===== config.mk =====
export PLATFORM = sky130hd
export DESIGN_NAME = irq_dispatch
export DESIGN_NICKNAME = d
export VERILOG_FILES = /design/src/rtl/irqd_pkg.sv /design/src/rtl/irqd_entry_table.sv /design/src/rtl/irqd_pin_ctl.sv /design/src/rtl/irqd_pick.sv /design/src/rtl/irq_dispatch.sv
export SDC_FILE = /design/constraint.sdc
export NUM_CORES = 1
export LEC_CHECK = 0
export BUFFER_PORTS_ARGS = -buffer_cell sky130_fd_sc_hd__clkbuf_2
export CAP_MARGIN = 20
export CORE_MARGIN = 2
export CORE_UTILIZATION = 41
export CTS_CLUSTER_DIAMETER = 40
export CTS_CLUSTER_SIZE = 20
export DETAILED_ROUTE_END_ITERATION = 6
export PLACE_DENSITY = 0.56
export SKIP_CTS_REPAIR_TIMING = 1
export SYNTH_ARGS = -nofsm -noshare
export SYNTH_HDL_FRONTEND = slang
export SYNTH_SLANG_ARGS = --single-unit

===== constraint.sdc =====
create_clock -name clk -period 2.9 [get_ports clk]
set_clock_uncertainty 0.2 [all_clocks]
set_input_delay 0.145 -clock clk [delete_from_list [all_inputs] [get_ports clk]]
set_output_delay 0.145 -clock clk [all_outputs]
set_load 0.02 [all_outputs]

===== src/rtl/irqd_pkg.sv =====
package irqd_pkg;
  parameter int VEC_W  = 8;
  parameter int DEST_W = 8;
  parameter int DLV_W  = 3;

  typedef struct packed {
    logic [DEST_W-1:0] dest;
    logic              dmode;
    logic [DLV_W-1:0]  dlv;
    logic [VEC_W-1:0]  vector;
    logic              level;
    logic              mask;
  } irqd_entry_t;

  localparam irqd_entry_t ENTRY_RST = '{dest: '0, dmode: 1'b0, dlv: '0,
                                        vector: '0, level: 1'b0, mask: 1'b1};

  // An assertion is absorbed when the pin already has an outstanding event
  function automatic logic entry_coalesces(irqd_entry_t e, logic irr, logic rirr);
    return e.level ? rirr : irr;
  endfunction

  // A pin may launch when unmasked and requested; level pins also need a
  // trigger event and no outstanding remote acknowledge
  function automatic logic entry_ready(irqd_entry_t e, logic irr, logic rirr, logic kick);
    logic gate;
    gate = e.level ? (kick & ~rirr) : 1'b1;
    return ~e.mask & irr & gate;
  endfunction
endpackage


===== src/rtl/irqd_entry_table.sv =====
module irqd_entry_table
  import irqd_pkg::*;
#(
  parameter int NPIN  = 8,
  parameter int PIN_W = 3
) (
  input  logic                   clk,
  input  logic                   rst_n,
  input  logic                   wr_en_i,
  input  logic [PIN_W-1:0]       wr_pin_i,
  input  irqd_entry_t            wr_entry_i,
  output irqd_entry_t [NPIN-1:0] ent_o
);
  for (genvar g = 0; g < NPIN; g++) begin : g_ent
    irqd_entry_t ent_q;
    always_ff @(posedge clk) begin
      if (!rst_n)
        ent_q <= ENTRY_RST;
      else if (wr_en_i && (wr_pin_i == PIN_W'(g)))
        ent_q <= wr_entry_i;
    end
    assign ent_o[g] = ent_q;
  end
endmodule


===== src/rtl/irqd_pin_ctl.sv =====
module irqd_pin_ctl
  import irqd_pkg::*;
(
  input  logic             clk,
  input  logic             rst_n,
  input  irqd_entry_t      ent_i,
  input  logic             req_hit_i,
  input  logic             req_level_i,
  input  logic             cfg_hit_i,
  input  logic             cfg_level_i,
  input  logic             eoi_valid_i,
  input  logic [VEC_W-1:0] eoi_vector_i,
  input  logic             launch_hit_i,
  input  logic             remote_set_i,
  output logic             irr_o,
  output logic             rirr_o,
  output logic             ready_o,
  output logic             coal_o
);
  logic irr_q, rirr_q, kick_q;
  logic irr_d, rirr_d, kick_d;
  logic eoi_hit;

  assign eoi_hit = eoi_valid_i && ent_i.level && (ent_i.vector == eoi_vector_i);
  assign coal_o  = req_level_i && entry_coalesces(ent_i, irr_q, rirr_q);
  assign ready_o = entry_ready(ent_i, irr_q, rirr_q, kick_q);

  always_comb begin
    irr_d  = irr_q;
    rirr_d = rirr_q;
    kick_d = kick_q;
    if (launch_hit_i) begin
      kick_d = 1'b0;
      if (!ent_i.level) irr_d = 1'b0;
    end
    if (req_hit_i) begin
      if (!req_level_i) begin
        irr_d  = 1'b0;
        kick_d = 1'b0;
      end else if (!coal_o) begin
        irr_d = 1'b1;
        if (ent_i.level) kick_d = 1'b1;
      end else if (ent_i.level) begin
        irr_d = 1'b1;
      end
    end
    if (eoi_hit) begin
      rirr_d = 1'b0;
      if (irr_d) kick_d = 1'b1;
    end
    if (cfg_hit_i) begin
      rirr_d = 1'b0;
      if (cfg_level_i && irr_d) kick_d = 1'b1;
    end
    if (remote_set_i) rirr_d = 1'b1;
  end

  always_ff @(posedge clk) begin
    if (!rst_n) begin
      irr_q  <= 1'b0;
      rirr_q <= 1'b0;
      kick_q <= 1'b0;
    end else begin
      irr_q  <= irr_d;
      rirr_q <= rirr_d;
      kick_q <= kick_d;
    end
  end

  assign irr_o  = irr_q;
  assign rirr_o = rirr_q;
endmodule


===== src/rtl/irqd_pick.sv =====
module irqd_pick #(
  parameter int NPIN  = 8,
  parameter int PIN_W = 3
) (
  input  logic [NPIN-1:0]  ready_i,
  output logic             found_o,
  output logic [PIN_W-1:0] idx_o
);
  // Scan downward so the lowest set bit is the last one written
  always_comb begin
    found_o = 1'b0;
    idx_o   = '0;
    for (int i = NPIN - 1; i >= 0; i--) begin
      if (ready_i[i]) begin
        found_o = 1'b1;
        idx_o   = PIN_W'(i);
      end
    end
  end
endmodule


===== src/rtl/irq_dispatch.sv =====
module irq_dispatch
  import irqd_pkg::*;
#(
  parameter int NPIN  = 8,
  parameter int CNT_W = 4,
  localparam int PIN_W = (NPIN > 1) ? $clog2(NPIN) : 1
) (
  input  logic              clk,
  input  logic              rst_n,
  input  logic              req_valid_i,
  input  logic [PIN_W-1:0]  req_pin_i,
  input  logic              req_level_i,
  input  logic              cfg_we_i,
  input  logic [PIN_W-1:0]  cfg_pin_i,
  input  logic [VEC_W-1:0]  cfg_vector_i,
  input  logic [DEST_W-1:0] cfg_dest_i,
  input  logic              cfg_dmode_i,
  input  logic [DLV_W-1:0]  cfg_dlv_i,
  input  logic              cfg_level_i,
  input  logic              cfg_mask_i,
  input  logic              eoi_valid_i,
  input  logic [VEC_W-1:0]  eoi_vector_i,
  output logic              msg_valid_o,
  input  logic              msg_ready_i,
  input  logic [CNT_W-1:0]  msg_accept_cnt_i,
  output logic [PIN_W-1:0]  msg_pin_o,
  output logic [VEC_W-1:0]  msg_vector_o,
  output logic [DEST_W-1:0] msg_dest_o,
  output logic              msg_dmode_o,
  output logic [DLV_W-1:0]  msg_dlv_o,
  output logic              msg_level_o,
  output logic              st_valid_o,
  output logic [PIN_W-1:0]  st_pin_o,
  output logic              st_coalesced_o,
  output logic [NPIN-1:0]   irr_o,
  output logic [NPIN-1:0]   rirr_o
);
  irqd_entry_t [NPIN-1:0] ent;
  irqd_entry_t            wr_entry;
  logic [NPIN-1:0]        ready_vec;
  logic [NPIN-1:0]        coal_vec;
  logic [NPIN-1:0]        ent_level_vec;
  logic [NPIN-1:0]        ent_mask_vec;
  logic [NPIN*VEC_W-1:0]  ent_vec_flat;
  logic                   pick_found;
  logic [PIN_W-1:0]       pick_idx;
  logic                   launch_w;
  logic                   handshake_w;
  logic                   accepted_w;

  irqd_entry_t      msg_q;
  logic             msg_valid_q;
  logic [PIN_W-1:0] msg_pin_q;
  logic             st_valid_q;
  logic [PIN_W-1:0] st_pin_q;
  logic             st_coal_q;

  assign wr_entry = '{dest: cfg_dest_i, dmode: cfg_dmode_i, dlv: cfg_dlv_i,
                      vector: cfg_vector_i, level: cfg_level_i, mask: cfg_mask_i};

  irqd_entry_table #(.NPIN(NPIN), .PIN_W(PIN_W)) u_table (
    .clk        (clk),
    .rst_n      (rst_n),
    .wr_en_i    (cfg_we_i),
    .wr_pin_i   (cfg_pin_i),
    .wr_entry_i (wr_entry),
    .ent_o      (ent)
  );

  assign handshake_w = msg_valid_q && msg_ready_i;
  assign accepted_w  = |msg_accept_cnt_i;
  assign launch_w    = !msg_valid_q && pick_found;

  for (genvar g = 0; g < NPIN; g++) begin : g_pin
    assign ent_level_vec[g]                 = ent[g].level;
    assign ent_mask_vec[g]                  = ent[g].mask;
    assign ent_vec_flat[g*VEC_W +: VEC_W]   = ent[g].vector;

    irqd_pin_ctl u_ctl (
      .clk          (clk),
      .rst_n        (rst_n),
      .ent_i        (ent[g]),
      .req_hit_i    (req_valid_i && (req_pin_i == PIN_W'(g))),
      .req_level_i  (req_level_i),
      .cfg_hit_i    (cfg_we_i && (cfg_pin_i == PIN_W'(g))),
      .cfg_level_i  (cfg_level_i),
      .eoi_valid_i  (eoi_valid_i),
      .eoi_vector_i (eoi_vector_i),
      .launch_hit_i (launch_w && (pick_idx == PIN_W'(g))),
      .remote_set_i (handshake_w && msg_q.level && accepted_w && (msg_pin_q == PIN_W'(g))),
      .irr_o        (irr_o[g]),
      .rirr_o       (rirr_o[g]),
      .ready_o      (ready_vec[g]),
      .coal_o       (coal_vec[g])
    );
  end

  irqd_pick #(.NPIN(NPIN), .PIN_W(PIN_W)) u_pick (
    .ready_i (ready_vec),
    .found_o (pick_found),
    .idx_o   (pick_idx)
  );

  always_ff @(posedge clk) begin
    if (!rst_n) begin
      msg_valid_q <= 1'b0;
      msg_q       <= '0;
      msg_pin_q   <= '0;
    end else if (launch_w) begin
      msg_valid_q <= 1'b1;
      msg_q       <= ent[pick_idx];
      msg_pin_q   <= pick_idx;
    end else if (handshake_w) begin
      msg_valid_q <= 1'b0;
    end
  end

  always_ff @(posedge clk) begin
    if (!rst_n) begin
      st_valid_q <= 1'b0;
      st_pin_q   <= '0;
      st_coal_q  <= 1'b0;
    end else begin
      st_valid_q <= req_valid_i;
      st_pin_q   <= req_pin_i;
      st_coal_q  <= req_valid_i && coal_vec[req_pin_i];
    end
  end

  assign msg_valid_o    = msg_valid_q;
  assign msg_pin_o      = msg_pin_q;
  assign msg_vector_o   = msg_q.vector;
  assign msg_dest_o     = msg_q.dest;
  assign msg_dmode_o    = msg_q.dmode;
  assign msg_dlv_o      = msg_q.dlv;
  assign msg_level_o    = msg_q.level;
  assign st_valid_o     = st_valid_q;
  assign st_pin_o       = st_pin_q;
  assign st_coalesced_o = st_coal_q;
endmodule


# Word level (Yosys, flattened, before mapping)
# Cells that the tools add are included.
[word_totals]
input_bits = 47
out_inout_bits = 46
word_cells = 426
regBits = 230
[op_classes]
bitwise_logic = 40
n_eq_ne = 36
n_mux = 182
n_lt_le_gt_ge = 2
n_reduce_logical = 84
[ops]
columns = ["op", "n"]
rows = [
  ["1-bit 2-to-1 mux", 171],
  ["1-bit logical AND", 69],
  ["22-bit binary-select mux with 3-bit select", 1],
  ["8-bit equality test", 8],
  ["3-bit equality test (second input constant)", 16],
  ["1-bit bitwise AND", 24],
  ["3-bit by 2-bit equality test with 1-bit output (second input constant)", 8],
  ["3-bit 2-to-1 mux", 8],
  ["3-bit nonzero test", 8],
  ["22-bit 2-to-1 mux", 1],
  ["1-bit inverter", 16],
  ["3-bit by 1-bit equality test with 1-bit output (second input constant)", 4],
  ["3-bit logical NOT", 4],
  ["3-bit by 4-bit < comparator with 1-bit output (second input constant)", 2],
  ["4-bit OR reduction", 1],
  ["1-bit binary-select mux with 3-bit select", 1],
  ["2-bit nonzero test", 1],
  ["1-bit logical NOT", 1],
]

# Logic depth before layout (Yosys ltp)
[logic_depth]
ltp_word = 23
ltp_mapped = 8
mapped_depth_nobuf = 6

# Cells and area by module
# Synthesis repeated with hierarchy kept, for this count alone.
[unflattened]
cells_unflattened = 1180
area_unflattened_um2 = 11257.0
[by_module_without_submodules]
columns = ["mod", "cells_each", "instances", "seq_area_each_um2", "area_each_um2"]
rows = [
  ["irqd_entry_table", 605, 1, 3523.4, 6348.6],
  ["irq_dispatch", 322, 1, 600.6, 2736.4],
  ["irqd_pin_ctl", 30, 8, 60.1, 261.5],
  ["irqd_pick", 13, 1, 0.0, 80.1],
]

# Least setup slack after synthesis
# No wires, ideal clock.
[synth_path]
path_type = "register to register"
start = "register g_pin[7].u_ctl.rirr_q"
end = "register g_pin[6].u_ctl.kick_q"
arrival_ps = 1884
required_ps = 2580
synth_period_minus_slack_ps = 2204
n_path_buf = 0
setup_ps = 120
path_slack_ps = 696
path_stages_with_launch = 7
path_cell_list = "dfxtp_1 -> nand2b_4 -> a211oi_4 -> o221ai_1 -> or3_4 -> o41a_1 -> a211o_1"
[synth_between]
elab_chain_len = 23
word_cells_on_any_way = 38
classes_between = "1 x eq/ne; 31 x mux; 3 x bitwise; 3 x reduce/logical"
[synth_rtl]
columns = ["element", "line", "source"]
rows = [
  ["start, declared", "irqd_pin_ctl.sv:20", "logic irr_q, rirr_q, kick_q;"],
  ["start signal, assigned", "irqd_pin_ctl.sv:65", "rirr_q <= rirr_d;"],
  ["1-bit inverter (*)", "irqd_pkg.sv:27", "gate = e.level ? (kick & ~rirr) : 1'b1;"],
  ["1-bit bitwise AND (*)", "irqd_pkg.sv:27", ""],
  ["1-bit 2-to-1 mux (*)", "irqd_pkg.sv:27", ""],
  ["1-bit bitwise AND (*)", "irqd_pkg.sv:28", "return ~e.mask & irr & gate;"],
  ["3-bit 2-to-1 mux / 1-bit 2-to-1 mux (equally long branches) (8 in series)", "irqd_pick.sv:14", "if (ready_i[i]) begin"],
  ["3-bit equality test / 1-bit logical AND (equally long branches)", "irq_dispatch.sv:89, irq_dispatch.sv:72", ""],
  ["1-bit logical AND (*)", "irq_dispatch.sv:89", ".launch_hit_i (launch_w && (pick_idx == PIN_W'(g))),"],
  ["1-bit 2-to-1 mux", "irqd_pin_ctl.sv:32", "if (launch_hit_i) begin"],
  ["1-bit 2-to-1 mux, on equally long branches", "irqd_pin_ctl.sv:42, irqd_pin_ctl.sv:43", ""],
  ["1-bit 2-to-1 mux", "irqd_pin_ctl.sv:40", "end else if (!coal_o) begin"],
  ["1-bit 2-to-1 mux", "irqd_pin_ctl.sv:37", "if (!req_level_i) begin"],
  ["1-bit 2-to-1 mux", "irqd_pin_ctl.sv:36", "if (req_hit_i) begin"],
  ["1-bit 2-to-1 mux", "irqd_pin_ctl.sv:49", "if (irr_d) kick_d = 1'b1;"],
  ["1-bit 2-to-1 mux", "irqd_pin_ctl.sv:47", "if (eoi_hit) begin"],
  ["1-bit 2-to-1 mux", "irqd_pin_ctl.sv:53", "if (cfg_level_i && irr_d) kick_d = 1'b1;"],
  ["1-bit 2-to-1 mux (*)", "irqd_pin_ctl.sv:51", "if (cfg_hit_i) begin"],
  ["end signal, assigned", "irqd_pin_ctl.sv:66", "kick_q <= kick_d;"],
  ["end, declared", "irqd_pin_ctl.sv:20", ""],
]
# Every way passes the cells marked *; elsewhere a longest branch is shown, timed or not.
# A chain may end at the register's enable or synchronous reset.

# Final worst setup path
[layout_path]
start = "register u_table.g_ent[4].ent_q (netlist bit u_table.ent_o[89])"
end = "register msg_q (netlist bit msg_vector_o[0])"
[layout_between]
elab_chain_len = 9
word_cells_on_any_way = 15
classes_between = "13 x mux; 1 x bitwise; 1 x reduce/logical"
[layout_rtl]
columns = ["element", "line", "source"]
rows = [
  ["start, declared", "irqd_entry_table.sv:15", "irqd_entry_t ent_q;"],
  ["start signal, assigned", "irqd_entry_table.sv:20", "ent_q <= wr_entry_i;"],
  ["1-bit 2-to-1 mux (*)", "irqd_pkg.sv:27", ""],
  ["1-bit bitwise AND (*)", "irqd_pkg.sv:28", ""],
  ["3-bit 2-to-1 mux (5 in series)", "irqd_pick.sv:14", ""],
  ["22-bit binary-select mux with 3-bit select", "irq_dispatch.sv:111", "msg_q <= ent[pick_idx];"],
  ["22-bit 2-to-1 mux (not written as such)", "irq_dispatch.sv:111", ""],
  ["end signal, assigned", "irq_dispatch.sv:111", ""],
  ["end, declared", "irq_dispatch.sv:51", "irqd_entry_t msg_q;"],
]
# Every way passes the cells marked *; elsewhere a longest branch is shown, timed or not. The select of a mux whose other input is x is not followed.

==> results.sh <==
export IMPL_wl_microns=42100
export IMPL_grt_pass1_wl_microns=63300
export IMPL_tightestPinTransition_ps=953
export IMPL_ios=93
export IMPL_finalSetupViolCount=0
export IMPL_synth_area_per_cell_sq_um=7.98
export IMPL_startpoint_type="flop"
export IMPL_cts_buffer_depth=3
export IMPL_synth_warnings=0
export IMPL_yosysTopAreaCell="dfxtp_1"
export IMPL_syn_to_final_growth_pct=20.4
export IMPL_final_cell_mix="nand2_1, dfxtp_1, a21boi_0"
export IMPL_overflow=0
export IMPL_min_path_type="in -> reg"
export IMPL_cp_end_kind="flop"
export IMPL_core_rowCount=61
export IMPL_coreArea_sq_um=27700
export IMPL_drc_errors=0
export IMPL_status="finished with violations"
export IMPL_crit_arrival_ps=2780
export IMPL_synth_seq_cells=230
export IMPL_yosysSeqAreaShare_pct=40.0
export IMPL_cts_buffers_inserted=39
export IMPL_vias=10700
export IMPL_synth_area_top_cells="dfxtp_1, a21boi_0, nand2_1"
export IMPL_critPathKind="reg -> reg"
export IMPL_yosysUniqueCellTypes=72
export IMPL_clkSlewWorstSetupHoldPaths_ps=50
export IMPL_ant_nets=0
export IMPL_power_density_nw_per_um2=614
export IMPL_clock_latency_ps=520
export IMPL_final_max_slew_violation_count=0
export IMPL_violations="negative hold slack"
export IMPL_die_y_microns=172
export IMPL_slew_headroom_pct=36.5
export IMPL_drv_cap=0
export IMPL_final_common_cell="nand2_1"
export IMPL_period_share_pct=89.8
export IMPL_cts_root_buf="clkbuf_16"
export IMPL_drtIter0Drc=924
export IMPL_peakVddDrop_uv=492
export IMPL_synth_top_area_share_pct=40.0
export IMPL_dr_pass1_iters=5
export IMPL_cts_sinks=230
export IMPL_finalSetupTns_ps=0
export IMPL_finalWeightedCongestion=0.916
export IMPL_max_freq_ghz=0.384
export IMPL_fin_crit_ps=2610
export IMPL_htree_levels=2
export IMPL_die_w_microns=172
export IMPL_cp_required_ps=3080
export IMPL_crit_fanout=21
export IMPL_grt_max_degree=223
export IMPL_rsz0062_at_grt="no"
export IMPL_start_util_pct=41.5
export IMPL_wire_per_inst_microns=22.0
export IMPL_num_antenna_cells=0
export IMPL_hold_viol=1
export IMPL_portBuffers=92
export IMPL_async_flop_share_pct=0
export IMPL_grtUsageTotal_pct=28.6
export IMPL_cts_tree="done"
export IMPL_antenna_found_initial=1
export IMPL_synth_ff_type="dfxtp_1"
export IMPL_synth_area_sq_um=11500
export IMPL_drive_gt1_share_pct=15.5
export IMPL_final_nets=1547
export IMPL_first_global_vias=10400
export IMPL_syn_nets=1489
export IMPL_leakage_uw=0.00501
export IMPL_syn_inst=1442
export IMPL_synth_edf_count=0
export IMPL_routed_via_density=5.59
export IMPL_hold_ws_ps=-7.70
export IMPL_hpwl_microns=27200
export IMPL_dieArea_sq_um=29400
## through the flow
step / instances / utilization (%) / setup WS, ps / area [sq um] / total power [uW]
final: 1909 / 50.0 / 295 / 13900 / 8500
after global routing: 1909 / 50.0 / 216 / 13900 / 8770
after CTS: 1881 / 49.0 / 343 / 13600 / 8520
after detailed placement: 1809 / 44.2 / 381 / 12200 / 3850
after global placement: 1809 / 44.2 / 457 / 12200 / 3840
after floorplan: 1442 / - / 696 / 11500 / 3650
## state kept, by name, summed over array words and instances, names as in the netlist
| name | count |
|---|---|
| u_table.ent_o | 176 |
| g_pin.u_ctl.irr_o | 8 |
| g_pin.u_ctl.kick_q | 8 |
| g_pin.u_ctl.rirr_o | 8 |
| msg_dest_o | 8 |
| msg_vector_o | 8 |
| msg_dlv_o | 3 |
| msg_pin_o | 3 |
| st_pin_o | 3 |
| msg_dmode_o | 1 |
| msg_level_o | 1 |
| msg_valid_o | 1 |
| st_coalesced_o | 1 |
| st_valid_o | 1 |
## power breakdown
part           internal (uW)  leakage (uW)  switching (uW)
Combinational            198       0.00251             351
Clock                   3000      0.000638            1690
Sequential              3230       0.00186            45.4
## synth_stat cells (all sizes together), types with 9 or more instances
master and count:
nor3 17, nand4 12, inv 16, and3 25, nand4b 22, clkbuf 117
a21boi 193, nand2 383, dfxtp 230, o21a 10, and2 12, o211ai 26
a32oi 9, xnor2 34, buf 25, nand2b 11, a221oi 13, nor4 10
nand3 59, o21ai 37, nor2b 20, a21oi 35, nor2 19, a22o 18
xor2 30
## logic make-up after synthesis
group	Yosys count	share of synthesized area, %
buffers and inverters	158	5.96
AOI/OAI and AO/OA	383	24.6
xor gates and xnor gates	64	4.87
and+or+nand+nor	604	24.3
muxes	3	0.261
DFF	230	40.0
## worst max-delay path: stages (launching register included)
cell and delay, ps:
dfxtp_1 450, inv_1 110, o21a_1 250, nor4_2 490, and4b_4 410, a222oi_1 410, nand4b_1 140
## metal layers
metal	up-vias	share of wire [%]	wire length, microns	global-route usage (%)
li1	5100	-	-	-
met1	5048	43	18100	36.4
met2	395	45	19000	46.2
met3	129	6.8	2850	5.34
met4	0	5.2	2180	14.9
met5	-	0	0	0
## cell type report
type	count	area (sq um)
well taps	378	473
inverters	16	60.1
repair buffers	159	1100
flip-flops and latches	230	4600
clock inverters	25	272
clock buffers	47	1070
fillers	2709	13900
multi-input cells	1054	6280
## worst paths after layout
path | start | to | slack, ps | cells past startpoint
worst max-delay path | u_table.ent_o[89] | msg_vector_o[0] | 290 | 6
worst max register to register | u_table.ent_o[89] | msg_vector_o[0] | 290 | 6
worst min register to register | u_table.ent_o[132] | u_table.ent_o[132] | 260 | 2
worst min-delay path | req_level_i | g_pin[4].u_ctl.kick_q | -8 | 3
Power figures use the tool's default switching activity.
